<file path="config.mk">
export PLATFORM = sky130hd
export DESIGN_NAME = uart_irq_ident
export DESIGN_NICKNAME = d
export VERILOG_FILES = /design/src/rtl/uart_irq_pkg.sv /design/src/rtl/irq_sticky.sv /design/src/rtl/irq_rise_det.sv /design/src/rtl/irq_prio_enc.sv /design/src/rtl/uart_irq_ident.sv
export SDC_FILE = /design/constraint.sdc
export NUM_CORES = 1
export LEC_CHECK = 0
export ABC_CLOCK_PERIOD_IN_PS = 2100
export BUFFER_PORTS_ARGS = -buffer_cell sky130_fd_sc_hd__buf_2
export CORE_MARGIN = 3
export CORE_UTILIZATION = 35
export DETAILED_ROUTE_END_ITERATION = 10
export HOLD_SLACK_MARGIN = 0.1
export MAX_ROUTING_LAYER = met4
export PLACE_DENSITY_LB_ADDON = 0.08
export SLEW_MARGIN = 40
export SYNTH_ARGS = -nofsm -noshare
export SYNTH_HDL_FRONTEND = slang
export SYNTH_HIERARCHICAL = 1
export SYNTH_SLANG_ARGS = --single-unit
</file>
<file path="constraint.sdc">
create_clock -name clk -period 2.1 [get_ports clk]
set_clock_uncertainty 0.2 [all_clocks]
set_input_delay 0.105 -clock clk [delete_from_list [all_inputs] [get_ports clk]]
set_output_delay 0.105 -clock clk [all_outputs]
set_load 0.02 [all_outputs]
</file>
<file path="src/rtl/uart_irq_pkg.sv">
package uart_irq_pkg;
  localparam int ID_W = 6;

  typedef enum logic [2:0] {
    LV_NONE,
    LV_HI,
    LV_MODEM,
    LV_CHAR,
    LV_FLOW
  } irq_lvl_e;

  localparam logic [ID_W-1:0] ID_NONE  = 6'b000001;
  localparam logic [ID_W-1:0] ID_MODEM = 6'b000000;
  localparam logic [ID_W-1:0] ID_CHAR  = 6'b010000;
  localparam logic [ID_W-1:0] ID_FLOW  = 6'b100000;

  // code reported for a winning level
  function automatic logic [ID_W-1:0] lvl_code(irq_lvl_e lvl, logic [ID_W-1:0] hi);
    case (lvl)
      LV_HI:    lvl_code = hi;
      LV_MODEM: lvl_code = ID_MODEM;
      LV_CHAR:  lvl_code = ID_CHAR;
      LV_FLOW:  lvl_code = ID_FLOW;
      default:  lvl_code = ID_NONE;
    endcase
  endfunction
endpackage

</file>
<file path="src/rtl/irq_sticky.sv">
module irq_sticky (
  input  logic clk,
  input  logic rst_n,
  input  logic set_i,
  input  logic clr_i,
  output logic q_o
);
  // set dominates clear so a coincident event is kept
  always_ff @(posedge clk) begin
    if (!rst_n) q_o <= 1'b0;
    else        q_o <= set_i | (q_o & ~clr_i);
  end
endmodule

</file>
<file path="src/rtl/irq_rise_det.sv">
module irq_rise_det #(
  parameter int W = 4
) (
  input  logic         clk,
  input  logic [W-1:0] sig_i,
  output logic [W-1:0] rise_o
);
  logic [W-1:0] prev_q;

  // tracks the input during reset as well, so no edge is invented at release
  always_ff @(posedge clk) prev_q <= sig_i;

  for (genvar i = 0; i < W; i++) begin : g_bit
    assign rise_o[i] = sig_i[i] & ~prev_q[i];
  end
endmodule

</file>
<file path="src/rtl/irq_prio_enc.sv">
module irq_prio_enc
  import uart_irq_pkg::*;
(
  input  logic            hi_pend,
  input  logic [ID_W-1:0] hi_code,
  input  logic            l4_q,
  input  logic            l5_q,
  input  logic            l6_q,
  output irq_lvl_e        win_o,
  output logic [ID_W-1:0] id_o,
  output logic            pend_o
);
  always_comb begin
    if      (hi_pend) win_o = LV_HI;
    else if (l4_q)    win_o = LV_MODEM;
    else if (l5_q)    win_o = LV_CHAR;
    else if (l6_q)    win_o = LV_FLOW;
    else              win_o = LV_NONE;
  end

  assign id_o   = lvl_code(win_o, hi_code);
  assign pend_o = (win_o != LV_NONE);
endmodule

</file>
<file path="src/rtl/uart_irq_ident.sv">
module uart_irq_ident
  import uart_irq_pkg::*;
#(
  parameter int MDELTA_W = 4,
  parameter int SPEC_N   = 4
) (
  input  logic                clk,
  input  logic                rst_n,
  input  logic                hi_pend,
  input  logic [5:0]          hi_code,
  input  logic [MDELTA_W-1:0] msr_delta,
  input  logic                ien_modem,
  input  logic                ien_char,
  input  logic                ien_flow,
  input  logic                enh_mode,
  input  logic                inband_fc_en,
  input  logic                spec_det_en,
  input  logic                nine_bit_mode,
  input  logic                xoff_det,
  input  logic                xoff2_match,
  input  logic [SPEC_N-1:0]   spec_match,
  input  logic                cts_n,
  input  logic                rts_n,
  input  logic                msr_rd,
  input  logic                isr_rd,
  input  logic                irq_out_en,
  output logic [5:0]          irq_id,
  output logic                irq_pend,
  output logic                irq_req
);
  localparam int PIN_N = 2;

  logic [MDELTA_W-1:0] delta_rise;
  logic [PIN_N-1:0]    pin_rise;
  logic l4_set, l4_clr, l4_q;
  logic l5_set, l5_clr, l5_q;
  logic l6_set, l6_clr, l6_q;
  logic char_evt;
  irq_lvl_e win_lvl;

  irq_rise_det #(.W(MDELTA_W)) u_delta_rise (
    .clk(clk), .sig_i(msr_delta), .rise_o(delta_rise)
  );

  irq_rise_det #(.W(PIN_N)) u_pin_rise (
    .clk(clk), .sig_i({rts_n, cts_n}), .rise_o(pin_rise)
  );

  // level 5 qualifying events
  assign char_evt = (xoff_det & inband_fc_en)
                  | (xoff2_match & spec_det_en)
                  | ((|spec_match) & nine_bit_mode);

  assign l4_set = ien_modem & (|delta_rise);
  assign l5_set = ien_char & enh_mode & char_evt;
  assign l6_set = ien_flow & (|pin_rise);

  assign l4_clr = msr_rd;
  assign l5_clr = isr_rd & (win_lvl == LV_CHAR);
  assign l6_clr = isr_rd & (win_lvl == LV_FLOW);

  irq_sticky u_l4 (.clk(clk), .rst_n(rst_n), .set_i(l4_set), .clr_i(l4_clr), .q_o(l4_q));
  irq_sticky u_l5 (.clk(clk), .rst_n(rst_n), .set_i(l5_set), .clr_i(l5_clr), .q_o(l5_q));
  irq_sticky u_l6 (.clk(clk), .rst_n(rst_n), .set_i(l6_set), .clr_i(l6_clr), .q_o(l6_q));

  irq_prio_enc u_enc (
    .hi_pend(hi_pend), .hi_code(hi_code),
    .l4_q(l4_q), .l5_q(l5_q), .l6_q(l6_q),
    .win_o(win_lvl), .id_o(irq_id), .pend_o(irq_pend)
  );

  assign irq_req = irq_pend & irq_out_en;
endmodule

</file>
---- Word level (Yosys, flattened, before mapping) ----
Index checks and enable logic that the tools add are counted.
W data, S select, Z words.
word-level totals
  memory bits (read-only) ................. 0
  memories ................................ 0
  bits in registers ....................... 9
  bits of input ports ..................... 31
  latch bits .............................. 0
  memory bits (writable) .................. 0
  logic and storage cells ................. 51
cells by class
  add/sub/neg operators ................... 0
  shift-type cells ........................ 0
  bitwise logic cells ..................... 33
  reduce and logical (&&, ||, !) cells .... 4
  eq/ne operators ......................... 4
  multiplexer cells ....................... 5
  magnitude comparators ................... 0
  multiply operators ...................... 0
  div/mod/pow operators ................... 0
operator list
  cell                  number
  $pmux W6 S4           1
  $and A1 B1 Y1         19
  $mux W3               4
  $not A1 Y1            9
  $reduce_or A4 Y1      2
  $eq A3 B2 Y1 const B  2
  $or A1 B1 Y1          5
  $eq A3 B1 Y1 const B  1
  $eq A3 B3 Y1 const B  1
  $reduce_bool A3 Y1    1
  $reduce_or A2 Y1      1

---- Longest topological paths before layout ----
Gate-level depths: netlist (run 1).
  depth after elaboration ................. 9
  gate-level depth with buffers ........... 6

---- Hierarchy ----
Netlist (run 1), hierarchy kept.
modules (own cells, without submodules)
  module                       area each (um^2)  seq. area each (um^2)  cells each  instances
  irq_rise_det (u_delta_rise)  135.1             80.1                   8           1
  irq_sticky                   41.3              20.0                   3           3
  irq_prio_enc                 96.3              0.0                    15          1
  uart_irq_ident               68.8              0.0                    10          1
  irq_rise_det (u_pin_rise)    67.6              40.0                   4           1

---- Least setup slack after synthesis (run 1) ----
OpenSTA, ideal clock, no wires.
  path type ............................... register to register
  start ................................... register u_l5.q_o
  end ..................................... register u_l6.q_o
  clock period less this slack ............ 1,502 ps
  setup slack ............................. 598 ps
  library setup time ...................... 115 ps
  buffers on the path ..................... 0
  data arrival time ....................... 1,187 ps
  stages on the path, launching flop included .. 6
  path through ............................ dfxtp_1 -> nor4b_2 -> nand2_1 -> nor3_1 -> nor2b_4 -> o21a_1
on the way
  cells in the longest elaborated chain, start to end .. 8
RTL lines
  element                   RTL line              source
  start: declaration        irq_sticky.sv:6       output logic q_o
  start signal: assignment  irq_sticky.sv:11      else q_o <= set_i | (q_o & ~clr_i);
  $mux W3                   irq_prio_enc.sv:16    else if (l5_q) win_o = LV_CHAR;
  $mux W3                   irq_prio_enc.sv:15    else if (l4_q) win_o = LV_MODEM;
  $mux W3                   irq_prio_enc.sv:14    if (hi_pend) win_o = LV_HI;
  via win_lvl[2]            uart_irq_ident.sv:39  irq_lvl_e win_lvl;
  $eq A3 B3 Y1              uart_irq_ident.sv:60  assign l6_clr = isr_rd & (win_lvl == LV_FLOW);
  $and A1 B1 Y1             uart_irq_ident.sv:60
  via l6_clr                uart_irq_ident.sv:37  logic l6_set, l6_clr, l6_q;
  $not A1 Y1                irq_sticky.sv:11
  $and A1 B1 Y1             irq_sticky.sv:11
  $or A1 B1 Y1              irq_sticky.sv:11
  end signal: assignment    irq_sticky.sv:11
  end: declaration          irq_sticky.sv:6
The timed path passes the listed nets, and every way through them passes these cells.
A chain may end at the register's enable or synchronous reset.

---- Final worst setup path (run 1) ----
  start ................................... input msr_delta[1]
  end ..................................... register u_l4.q_o
on the way
  cells in the longest elaborated chain, start to end .. 4
RTL lines
  element                 RTL line              source
  start: declaration      uart_irq_ident.sv:11  input logic [MDELTA_W-1:0] msr_delta,
  $and A1 B1 Y1           irq_rise_det.sv:14    assign rise_o[i] = sig_i[i] & ~prev_q[i];
  via delta_rise[1]       uart_irq_ident.sv:33  logic [MDELTA_W-1:0] delta_rise;
  $reduce_or A4 Y1        uart_irq_ident.sv:54  assign l4_set = ien_modem & (|delta_rise);
  $and A1 B1 Y1           uart_irq_ident.sv:54
  via l4_set              uart_irq_ident.sv:35  logic l4_set, l4_clr, l4_q;
  $or A1 B1 Y1            irq_sticky.sv:11
  end signal: assignment  irq_sticky.sv:11
  end: declaration        irq_sticky.sv:6
The timed path passes the listed nets, and every way through them passes these cells.

==> summary.txt, run 1 <==
Outcome
  • Run status: completed

Pwr
  • Logic pwr share: 27.6%
  • Leak: 0.4260 nW
  • Internal power of the cells: 327.8 µW
  • Power Density: 521.9 nW/µm²
  • Peak VDD IR: 0.0005097 V
  • Sw frac: 25.30%
  • Seq pwr share: 43.5%
  • Clk network pwr share: 28.9%
  • Psw: 111.0 µW

Critical path
  • CP max stage delay: 0.54 ns
  • Critical Path End Type: flip-flop
  • Worst path most repeated cell: dlygate4sd3_1
  • Worst path slowest cell: dlygate4sd3_1
  • Kind of critical path: in2reg
  • CP Data Required Time: 2.04 ns
  • Critical Path Source Type: input pin
  • Worst Path Max Fanout: 2
  • CP arrival: 2.01 ns
  • Worst-path cell chain: dlygate4sd3_1 > buf_2 > nor2b_4 > o41a_1 > o21a_1 > dlygate4sd3_1

Logic synthesis
  • Sequential fraction of the synthesis area: 36.64%
  • Post-Synth Adder-Cell Area: 0%
  • Synth Net Count: 77
  • Syn Inst Count: 46
  • Multiplexer share of the synthesized area: 0%
  • #FFs+latches synth: 9
  • Synth Area in XOR/XNOR: 0%
  • Synth warn: 6
  • Syn Area/Cell: 10.69 µm²
  • Largest family of logic cells by synthesized area: simple AND/OR/NAND/NOR gates
  • Netlist cell types: 19
  • Netlist Area Pre-Place: 491.7 µm²
  • Compound-Gate Fraction of Synth Area: 15.27%
  • Synth Area in Simple Gates: 47.07%

Worst hold path
  • Min-Delay Path Class: in2reg

Drt
  • Via count: 507
  • Vias/cell: 4.487
  • Initial DRC Count: 2
  • 1st-pass router iterations: 4
  • WL/cell: 10.84 µm
  • Residual DRC: 0
  • Routed wire length: 1.225 mm
  • Post-DRT Antenna Nets: 0

Floorplanning
  • Height of the die: 43.48 µm
  • Core box area: 1216 µm²
  • Initial Util: 40.43%
  • I/O pin count: 39
  • # rows: 12
  • Die footprint: 1891 µm²
  • DIE WIDTH: 43.48 µm

Clock tree
  • CTS tree: built
  • Post-CTS Setup Bufs: 0
  • Clock tree buffer depth: 2
  • Clock sink count: 9
  • CTS Root Cell: clkbuf_4
  • Clock Latency Late Sink: 0.25 ns
  • Clock Pin Slew Worst Setup and Hold Paths: 0.06 ns
  • CTS H-Tree Depth: 1
  • CTS resizes: 0
  • Post-CTS Hold Fix Bufs: 12
  • CTS buffer count: 3

Final layout
  • FF+latch area: 180.2 µm²
  • # fillers: 105
  • Area of the multi-input gates: 306.5 µm²
  • Diodes inserted: 0
  • Layout cell share with drive strength beyond 1: 53.54%
  • Area growth, synth to finish: 70.99%
  • Nets: 131
  • Final Instance Area: 840.8 µm²

STA
  • Final period utilization: 98.44%
  • Worst-margin pin slew: 0.3220 ns
  • Fmax: 483.7 MHz
  • Final hold vios: 0
  • Max Slew Vio Count: 0
  • Worst slew margin: 78.37%
  • Unrepaired setup endpoints after global routing: false
  • TNS Setup: 0 ns
  • Tmin final: 2.067 ns
  • Final setup vio count: 0

Global route
  • Vias in the first global route: 534
  • Total GRT Usage: 15.65%
  • Pin count of the biggest net entering global routing: 12
  • GRT overflow: 0
  • First-pass GRT wire length: 2.152 mm
  • Antenna violations before repair: 0

Placement
  • Hpwl dp: 914.9 µm
  • Number of port buffers: 38
  • Placer Congestion: 0.7044
  • Placed cell area: 694.4 µm²

Flow run
  • MaxCap Viol Count: 0
synthesized netlist by cell type:
| cell type | instances | area (µm²) |
|---|---|---|
| a21o_1 | 1 | 7.510 |
| a21oi_1 | 1 | 5.000 |
| a22oi_1 | 1 | 7.510 |
| and2_1 | 4 | 25.02 |
| and4b_1 | 1 | 10.01 |
| buf_2 | 1 | 5.000 |
| dfxtp_1 | 9 | 180.2 |
| nand2_1 | 4 | 15.01 |
| nand2_2 | 1 | 6.260 |
| nand2b_1 | 2 | 12.51 |
| nor2_1 | 2 | 7.510 |
| nor2b_4 | 9 | 123.9 |
| nor3_1 | 1 | 5.000 |
| nor4b_2 | 1 | 15.01 |
| o21a_1 | 4 | 30.03 |
| o21ai_0 | 1 | 5.000 |
| o41a_1 | 1 | 11.26 |
| o41ai_1 | 1 | 8.760 |
| or4_4 | 1 | 11.26 |
sequential cells by signal, indices dropped and copies added (netlist names):
name,flops
u_l5/q_o,1
u_l4/q_o,1
u_l6/q_o,1
u_pin_rise/prev_q,2
u_delta_rise/prev_q,4
critical path: cells and delay by family:
| family | cells | cell delay (ns) |
|---|---|---|
| compound gates | 2 | 0.59 |
| simple gates | 1 | 0.11 |
| buf+inv | 3 | 1.20 |
placed cells by master, fill, tap and decap left out, drive strengths merged, types with 2 or more instances in the layout:
master / instances
buf: 38
dlygate4sd3: 12
nor2b: 9
dfxtp: 9
nand2: 5
and2: 4
o21a: 4
clkbuf: 4
nand2b: 2
nor2: 2
metrics by stage:
| stage | instances | setup slack (ns) | total power, mW | hold slack, ns | utilization (%) |
|---|---|---|---|---|---|
| 2_1_floorplan | 46 | 0.5984 | 0.2533 | -0.06728 | - |
| 3_5_place_dp | 97 | 0.4790 | 0.2982 | 0.02920 | 57.10 |
| 4_1_cts | 113 | 0.03805 | 0.4468 | 0.2621 | 69.14 |
| 3_3_place_gp | 97 | 0.5259 | 0.2967 | 0.02248 | 57.10 |
| 5_1_grt | 113 | 0.008648 | 0.4694 | 0.2957 | 69.14 |
| 6_report | 113 | 0.03280 | 0.4388 | 0.2582 | 69.14 |
final cells by class:
class                   instances  share of cell area [%]
well taps                      14                   2.083
clock buffers                   4                   3.125
multi-input cells              36                   36.46
repair buffers                 50                   36.90
flip-flops and latches          9                   21.43
worst paths after layout:
check / to / from / cells after the start / slack, ns
max: u_l4/q_o$_SDFF_PN0_ / msr_delta[1] / 6 / 0.03
min: u_l6/q_o$_SDFF_PN0_ / hi_pend / 6 / 0.26
max reg2reg: u_l5/q_o$_SDFF_PN0_ / u_l5/q_o$_SDFF_PN0_ / 5 / 0.08
min reg2reg: u_l6/q_o$_SDFF_PN0_ / u_l6/q_o$_SDFF_PN0_ / 2 / 0.41
per-layer routing:
metal	global-route usage (%)	share of wire, %
met1	16.34	39
met2	26.55	48
met3	8.714	13
met4	1.807	0
met5	-	0
power groups by stage:
stage	registers (mW)	logic, mW	clock network, mW
floorplan	0.193	0.0602	0
global placement	0.194	0.103	0
detailed placement	0.194	0.104	0
CTS	0.191	0.122	0.134
global route	0.192	0.134	0.144
finish	0.191	0.121	0.127
kinds of logic after synthesis:
group | count (synthesis)
compound gates | 10
flops | 9
buf+inv | 1
simple gates | 26
(Power assumes the default switching activity.)
==> run 2, diff against run 1 <==
==> constraint.sdc (replaced) <==
create_clock -name clk -period 2.1 [get_ports clk]
set_clock_uncertainty 0.2 [all_clocks]
set_input_delay 0.105 -clock clk [delete_from_list [all_inputs] [get_ports clk]]
set_output_delay 0.105 -clock clk [all_outputs]
set_load 0.05 [all_outputs]
==> run 2 against run 1 <==
  * Register-to-register slack improved by 0.03 ns
  * Hold slack lost 0.0092 ns
  * Non-clock buffer count did not move
  * Clock power grew 7%
  * Via count up 0.20%
  * Critical endpoint is now u_l5/q_o$_SDFF_PN0_
  * Critical path type is now reg2reg
  * Core utilization increased by 0.10 points
==> summary.txt, run 2 (synthesis results as in run 1) <==
Outcome
  • Run status: completed (unchanged)

Clock tree
  • CTS buffer count: 3 (unchanged)
  • CTS Root Cell: clkbuf_4 (unchanged)
  • CTS tree: built (unchanged)
  • Clock sink count: 9 (unchanged)
  • Clock Pin Slew Worst Setup and Hold Paths: 0.07 ns (was 0.06 ns)
  • Clock Latency Late Sink: 0.26 ns (was 0.25 ns)
  • CTS H-Tree Depth: 1 (unchanged)
  • Clock tree buffer depth: 2 (unchanged)
  • CTS resizes: 0 (unchanged)

Placement
  • Placer Congestion: 0.7081 (was 0.7044)
  • Hpwl dp: 946.7 µm (was 914.9 µm)
  • Number of port buffers: 38 (unchanged)

Global route
  • Antenna violations before repair: 0 (unchanged)
  • Pin count of the biggest net entering global routing: 12 (unchanged)
  • Total GRT Usage: 14.67% (was 15.65%)
  • Vias in the first global route: 485 (was 534)
  • GRT overflow: 0 (unchanged)
  • First-pass GRT wire length: 2.001 mm (was 2.152 mm)

Critical path
  • Worst path slowest cell: dlygate4sd3_1 (unchanged)
  • Worst Path Max Fanout: 5 (was 2)
  • CP arrival: 2.00 ns (was 2.01 ns)
  • CP max stage delay: 0.53 ns (was 0.54 ns)
  • Family with the most delay on the worst path: simple AND/OR/NAND/NOR gates (was buffers and inverters)
  • Buf/Inv on CP: 1 (was 3)
  • CP Data Required Time: 2.11 ns (was 2.04 ns)
  • Kind of critical path: reg2reg (was in2reg)
  • Critical Path Source Type: flip-flop (was input pin)
  • Worst-path cell chain: nor4b_2 > and4b_1 > nor2b_4 > o21a_1 > dlygate4sd3_1 (was dlygate4sd3_1 > buf_2 > nor2b_4 > o41a_1 > o21a_1 > dlygate4sd3_1)
  • Critical Path End Type: flip-flop (unchanged)

STA
  • Final hold vios: 0 (unchanged)
  • Final setup vio count: 0 (unchanged)
  • Tmin final: 1.986 ns (was 2.067 ns)
  • Final period utilization: 94.56% (was 98.44%)
  • Unrepaired setup endpoints after global routing: false (unchanged)
  • TNS Setup: 0 ns (unchanged)
  • Max Slew Vio Count: 0 (unchanged)
  • Worst-margin pin slew: 0.3285 ns (was 0.3220 ns)
  • Fmax: 503.6 MHz (was 483.7 MHz)
  • Worst slew margin: 77.93% (was 78.37%)

Final layout
  • Diodes inserted: 0 (unchanged)
  • Max FFs per register: 4 (unchanged)
  • Commonest non-fill, non-tap cell in the layout: buf_2 (unchanged)
  • Most frequent cells in the layout: buf_2 (38), dlygate4sd3_1 (12), nor2b_4 (9), dfxtp_1 (9) (unchanged)
  • Largest regs: u_delta_rise/prev_q (4), u_pin_rise/prev_q (2) (unchanged)
  • Nets: 131 (unchanged)
  • Area growth, synth to finish: 71.25% (was 70.99%)
  • # fillers: 106 (was 105)
  • Biggest register: u_delta_rise/prev_q (unchanged)
  • FF+latch area: 180.2 µm² (unchanged)
  • Layout cell share with drive strength beyond 1: 54.55% (was 53.54%)
  • Area of the multi-input gates: 306.5 µm² (unchanged)

Pwr
  • Final Power: 473.8 µW (was 438.8 µW)
  • Peak VDD IR: 0.0004892 V (was 0.0005097 V)
  • Leak: 0.4271 nW (was 0.4260 nW)
  • Power Density: 562.7 nW/µm² (was 521.9 nW/µm²)

Drt
  • Routed wire length: 1.248 mm (was 1.225 mm)
  • Residual DRC: 0 (unchanged)
  • 1st-pass router iterations: 3 (was 4)
  • Via count: 508 (was 507)
  • Initial DRC Count: 2 (unchanged)
  • Vias/cell: 4.496 (was 4.487)
  • Post-DRT Antenna Nets: 0 (unchanged)
  • WL/cell: 11.04 µm (was 10.84 µm)

Floorplanning
  • # rows: 12 (unchanged)
  • Die footprint: 1891 µm² (unchanged)
  • Core box area: 1216 µm² (unchanged)
  • DIE WIDTH: 43.48 µm (unchanged)
  • Height of the die: 43.48 µm (unchanged)
  • Initial Util: 40.43% (unchanged)
  • I/O pin count: 39 (unchanged)

Flow run
  • MaxCap Viol Count: 0 (unchanged)

Worst hold path
  • Min-Delay Path Class: in2reg (unchanged)
[run 2: changes by cell type in the layout (fill, tap and decap cells not counted), sizes merged]
cell and delta:
clkinv +1, clkbuf -1
[run 2: area by class of cell]
| class | count | area share (%) |
|---|---|---|
| repair buffers | 50 | 36.85 |
| multi-input cells | 36 | 36.40 |
| flip-flops and latches | 9 | 21.40 |
| clock buffers | 3 | 2.675 |
| well taps | 14 | 2.080 |
| clock inverters | 1 | 0.5944 |
[run 2: path summary, 6_finish.rpt]
check	from	end	slack [ns]	cells after the start
max	u_l5/q_o$_SDFF_PN0_	u_l5/q_o$_SDFF_PN0_	0.11	5
min	hi_pend	u_l6/q_o$_SDFF_PN0_	0.25	6
max reg2reg	u_l5/q_o$_SDFF_PN0_	u_l5/q_o$_SDFF_PN0_	0.11	5
min reg2reg	u_l6/q_o$_SDFF_PN0_	u_l6/q_o$_SDFF_PN0_	0.43	2
[run 2: where the power goes]
group          switching, mW  internal, mW
clock network         0.0653        0.0703
logic                 0.0745        0.0731
registers            0.00946         0.181
[run 2: repair_timing]
item                                    4_1_cts  5_1_grt
hold buffers                                 12        1
setup buffers                                 0        0
hold endpoints to repair                      9        1
endpoints found under the setup margin        0        1
[run 2: metal layers]
metal	global-route usage, %	up-vias	part of all wire [%]
met1	16.26	213	40
met4	1.807	0	0
met5	-	-	0
met2	23.01	29	45
li1	-	266	-
met3	9.129	0	14
[run 2: tightest hold or removal path, delay by kind of cell]
kind,cells,cell delay [ns]
compound gates,1,0.10
simple gates,4,0.30
buf+inv,1,0.18
[run 2: stage by stage]
stage	cell area, µm²	utilization (%)	hold WS [ns]	cells	setup WS [ns]
final	842.1	69.24	0.2490	113	0.1141
after global routing	842.1	69.24	0.2990	113	0.007124
after CTS	842.1	69.24	0.2494	113	0.06538
after detailed placement	694.4	57.10	0.02227	97	0.4850
after global placement	694.4	57.10	0.02224	97	0.5248
after floorplan	491.7	-	-0.06728	46	0.2268
==> run 3, diff against run 2 <==
--- a/config.mk
+++ b/config.mk
@@ -5,6 +5,7 @@
 export SDC_FILE = /design/constraint.sdc
 export NUM_CORES = 1
 export LEC_CHECK = 0
+export ABC_AREA = 1
 export ABC_CLOCK_PERIOD_IN_PS = 2100
 export BUFFER_PORTS_ARGS = -buffer_cell sky130_fd_sc_hd__buf_2
 export CORE_MARGIN = 3
@@ -13,6 +14,7 @@
 export HOLD_SLACK_MARGIN = 0.1
 export MAX_ROUTING_LAYER = met4
 export PLACE_DENSITY_LB_ADDON = 0.08
+export SKIP_LAST_GASP = 1
 export SLEW_MARGIN = 40
 export SYNTH_ARGS = -nofsm -noshare
 export SYNTH_HDL_FRONTEND = slang
==> run 3 against run 2 <==
  * Clock-buffer cell count rose by 1
  * Critical path depth rose by 4
  * Power fell by 0.59%
  * Design area rose by 1.9%
  * Sequential power fell by 2%
  * Non-clock buffer count did not move
  * Setup slack improved by 0.025 ns
  * Core utilization fell by 4.1 points
  * Clock power barely moved
  * Largest power group unchanged
  * Via count rose by 17%
  * Fmax rose by 1.3%
  * Synthesized area rose by 1.8%
==> summary.txt, run 3 <==
Outcome
  • Run status: completed (unchanged)

Clock tree
  • CTS Root Cell: clkbuf_4 (unchanged)
  • Clock Latency Late Sink: 0.26 ns (about the same)
  • CTS H-Tree Depth: 1 (unchanged)
  • CTS tree: built (unchanged)
  • Clock sink count: 9 (unchanged)
  • CTS buffer count: 3 (unchanged)
  • Clock tree buffer depth: 2 (unchanged)
  • Clock Pin Slew Worst Setup and Hold Paths: 0.06 ns (was 0.07 ns)

Drt
  • WL/cell: 8.243 µm (was 11.04 µm)
  • Initial DRC Count: 3 (was 2)
  • Residual DRC: 0 (unchanged)
  • Via count: 593 (was 508)
  • 1st-pass router iterations: 4 (was 3)
  • Routed wire length: 1.220 mm (was 1.248 mm)
  • Vias/cell: 4.007 (was 4.496)
  • Post-DRT Antenna Nets: 0 (unchanged)

Logic synthesis
  • Post-synthesis async set-or-reset flop share: 0% (unchanged)
  • EDFF count, synth: 0 (unchanged)
  • Sequential fraction of the synthesis area: 36.00% (was 36.64%)
  • Syn Inst Count: 79 (was 46)
  • #FFs+latches synth: 9 (unchanged)
  • Synth warn: 6 (unchanged)
  • Area leader, netlist: dfxtp_1 (unchanged)
  • Dominant cell by count in the synthesized netlist: inv_1
  • Netlist cell types: 13 (was 19)
  • Largest family of logic cells by synthesized area: simple AND/OR/NAND/NOR gates (unchanged)
  • Top post-synthesis cells by count: inv_1 (25), nand2_1 (19), dfxtp_1 (9), nor2_1 (8), nor2_2 (6) (was dfxtp_1 (9), nor2b_4 (9), and2_1 (4), nand2_1 (4), o21a_1 (4))
  • Ys flop type: dfxtp_1 (unchanged)
  • Syn Area/Cell: 6.335 µm² (was 10.69 µm²)
  • Netlist Area Pre-Place: 500.5 µm² (was 491.7 µm²)
  • Area share of the largest cell type after synthesis: 36.00% (was 36.64%)
  • Synth Area in XOR/XNOR: 0% (unchanged)
  • Top post-synthesis cells by area: dfxtp_1 (36%), inv_1 (19%), nand2_1 (14%) (was dfxtp_1 (37%), nor2b_4 (25%), o21a_1 (6.1%))
  • Synth Net Count: 110 (was 77)
  • Multiplexer share of the synthesized area: 0% (unchanged)
  • Synth Area in Simple Gates: 34.25% (was 47.07%)
  • Post-Synth Adder-Cell Area: 0% (unchanged)
  • Compound-Gate Fraction of Synth Area: 10.25% (was 15.27%)

STA
  • Fmax: 510.0 MHz (was 503.6 MHz)
  • Final period utilization: 93.37% (was 94.56%)
  • Hold WS: 0.2914 ns (was 0.2490 ns)
  • Unrepaired setup endpoints after global routing: false (unchanged)
  • Worst slew margin: 83.47% (was 77.93%)
  • Final setup vio count: 0 (unchanged)
  • Worst-margin pin slew: 0.2497 ns (was 0.3285 ns)
  • TNS Setup: 0 ns (unchanged)
  • Max Slew Vio Count: 0 (unchanged)
  • Tmin final: 1.961 ns (was 1.986 ns)
  • Final hold vios: 0 (unchanged)

Placement
  • Placer Congestion: 0.6568 (was 0.7081)
  • Number of port buffers: 38 (unchanged)
  • Hpwl dp: 834.6 µm (was 946.7 µm)

Critical path
  • Reg2reg start: u_l5/q_o$_SDFF_PN0_ (unchanged)
  • CP arrival: 1.91 ns (was 2.00 ns)
  • Worst Path Max Fanout: 3 (was 5)
  • CP Data Required Time: 2.05 ns (was 2.11 ns)
  • RR Endpoint: u_l6/q_o$_SDFF_PN0_ (was u_l5/q_o$_SDFF_PN0_)
  • Worst reg-to-reg setup slack: 0.14 ns (was 0.11 ns)
  • Kind of critical path: reg2reg (unchanged)
  • Critical Path Source Type: flip-flop (unchanged)
  • Worst reg-to-reg path cell count: 9 (was 5)
  • Critical Path End Type: flip-flop (unchanged)

Pwr
  • Power Density: 548.8 nW/µm² (was 562.7 nW/µm²)
  • Leak: 0.5148 nW (was 0.4271 nW)
  • Peak VDD IR: 0.0003448 V (was 0.0004892 V)

Floorplanning
  • Core box area: 1318 µm² (was 1216 µm²)
  • Initial Util: 37.99% (was 40.43%)
  • # rows: 13 (was 12)
  • I/O pin count: 39 (unchanged)
  • DIE WIDTH: 43.82 µm (was 43.48 µm)
  • Die footprint: 1920 µm² (was 1891 µm²)
  • Height of the die: 43.82 µm (was 43.48 µm)

Final layout
  • Area growth, synth to finish: 71.50% (was 71.25%)
  • Layout cell share with drive strength beyond 1: 40.60% (was 54.55%)
  • Commonest non-fill, non-tap cell in the layout: buf_2 (unchanged)
  • Diodes inserted: 0 (unchanged)
  • Nets: 165 (was 131)
  • Biggest register: u_delta_rise/prev_q (unchanged)
  • Largest regs: u_delta_rise/prev_q (4), u_pin_rise/prev_q (2) (unchanged)
  • Max FFs per register: 4 (unchanged)
  • Most frequent cells in the layout: buf_2 (38), inv_1 (25), nand2_1 (19), dlygate4sd3_1 (12), dfxtp_1 (9) (was buf_2 (38), dlygate4sd3_1 (12), nor2b_4 (9), dfxtp_1 (9))

Worst hold path
  • Min-Delay Startpoint: msr_delta[2] (was hi_pend)
  • Hold EP: u_delta_rise/prev_q[2]$_DFF_P_ (was u_l6/q_o$_SDFF_PN0_)
  • Min-Delay Path Class: in2reg (unchanged)
  • Worst Hold Depth: 2 (was 6)

Global route
  • Antenna violations before repair: 0 (unchanged)
  • Met2 Use GR: 21.22% (was 23.01%)
  • Total GRT Usage: 13.68% (was 14.67%)
  • Vias in the first global route: 510 (was 485)
  • First-pass GRT wire length: 1.876 mm (was 2.001 mm)
  • Pin count of the biggest net entering global routing: 8 (was 12)
  • GR Layer Usage met1: 15.11% (was 16.26%)
  • GRT overflow: 0 (unchanged)
  • Most Crowded Layer GR: met2 (unchanged)
  • Routing usage on met3: 6.224% (was 9.129%)

Flow run
  • MaxCap Viol Count: 0 (unchanged)
-- run 3: worst max path at each step --
| stage | startpoint | endpoint | slack [ns] | depth (start not counted) |
|---|---|---|---|---|
| finish | u_l5/q_o$_SDFF_PN0_ | u_l6/q_o$_SDFF_PN0_ | 0.14 | 9 |
| global route | u_l5/q_o$_SDFF_PN0_ | u_l6/q_o$_SDFF_PN0_ | 0.03 | 9 |
| CTS | u_l5/q_o$_SDFF_PN0_ | u_l6/q_o$_SDFF_PN0_ | 0.08 | 9 |
| detailed placement | u_l5/q_o$_SDFF_PN0_ | u_l6/q_o$_SDFF_PN0_ | 0.65 | 8 |
| global placement | u_l5/q_o$_SDFF_PN0_ | u_l6/q_o$_SDFF_PN0_ | 0.70 | 8 |
| floorplan | u_l5/q_o$_SDFF_PN0_ | irq_id[0] | 0.55 | 3 |
-- run 3: metal layers --
layer | wire length (µm) | vias to the layer above | share of wire [%]
met5 | 0 | - | 0
met4 | 0 | 0 | 0
met3 | 151 | 0 | 12
met2 | 582 | 29 | 48
met1 | 486 | 233 | 40
li1 | - | 331 | -
-- run 3: what timing repair did --
action,CTS,global route
gates resized for setup,0,1
buffers inserted,0,0
endpoints found under the setup margin,0,1
hold buffers,12,0
endpoints found under the hold margin,9,0
-- run 3: stage by stage --
stage                     cells  cell area (µm²)  utilization (%)  setup slack, ns  power, mW
after CTS                   148            855.8            64.96          0.08120     0.4773
after detailed placement    132            709.4            53.85           0.6477     0.3214
after floorplan              79            500.5                -           0.5539     0.2760
after global placement      132            709.4            53.85           0.6966     0.3195
after global routing        148            858.3            65.15          0.03260     0.4996
final                       148            858.3            65.15           0.1392     0.4710
-- run 3: layout make-up --
type | instances | area (µm²)
clock buffer | 4 | 26.28
inverter | 26 | 97.59
tap | 15 | 18.77
multi-input combinational | 44 | 225.2
timing repair buffer | 50 | 310.3
sequential | 9 | 180.2
fill | 121 | 459.2
-- run 3: cells by family after synthesis --
kind of cell	after synthesis
buffers and inverters	26
AND/OR/NAND/NOR	37
flip-flops	9
AO/OA/AOI/OAI	7
-- run 3: worst max-delay path: stages, from the launching register on --
cell and delay (ns):
dfxtp_1 0.33, nor2_2 0.17, nand3_1 0.11, inv_1 0.07, inv_1 0.05, nor4_2 0.20, inv_1 0.06, nand2_1 0.07
a21oi_2 0.04, dlygate4sd3_1 0.54
-- run 3: power by group --
group	internal (mW)	switching [mW]	total (mW)
combinational	0.0628	0.0883	0.151
clock	0.0732	0.0599	0.133
sequential	0.181	0.00567	0.187
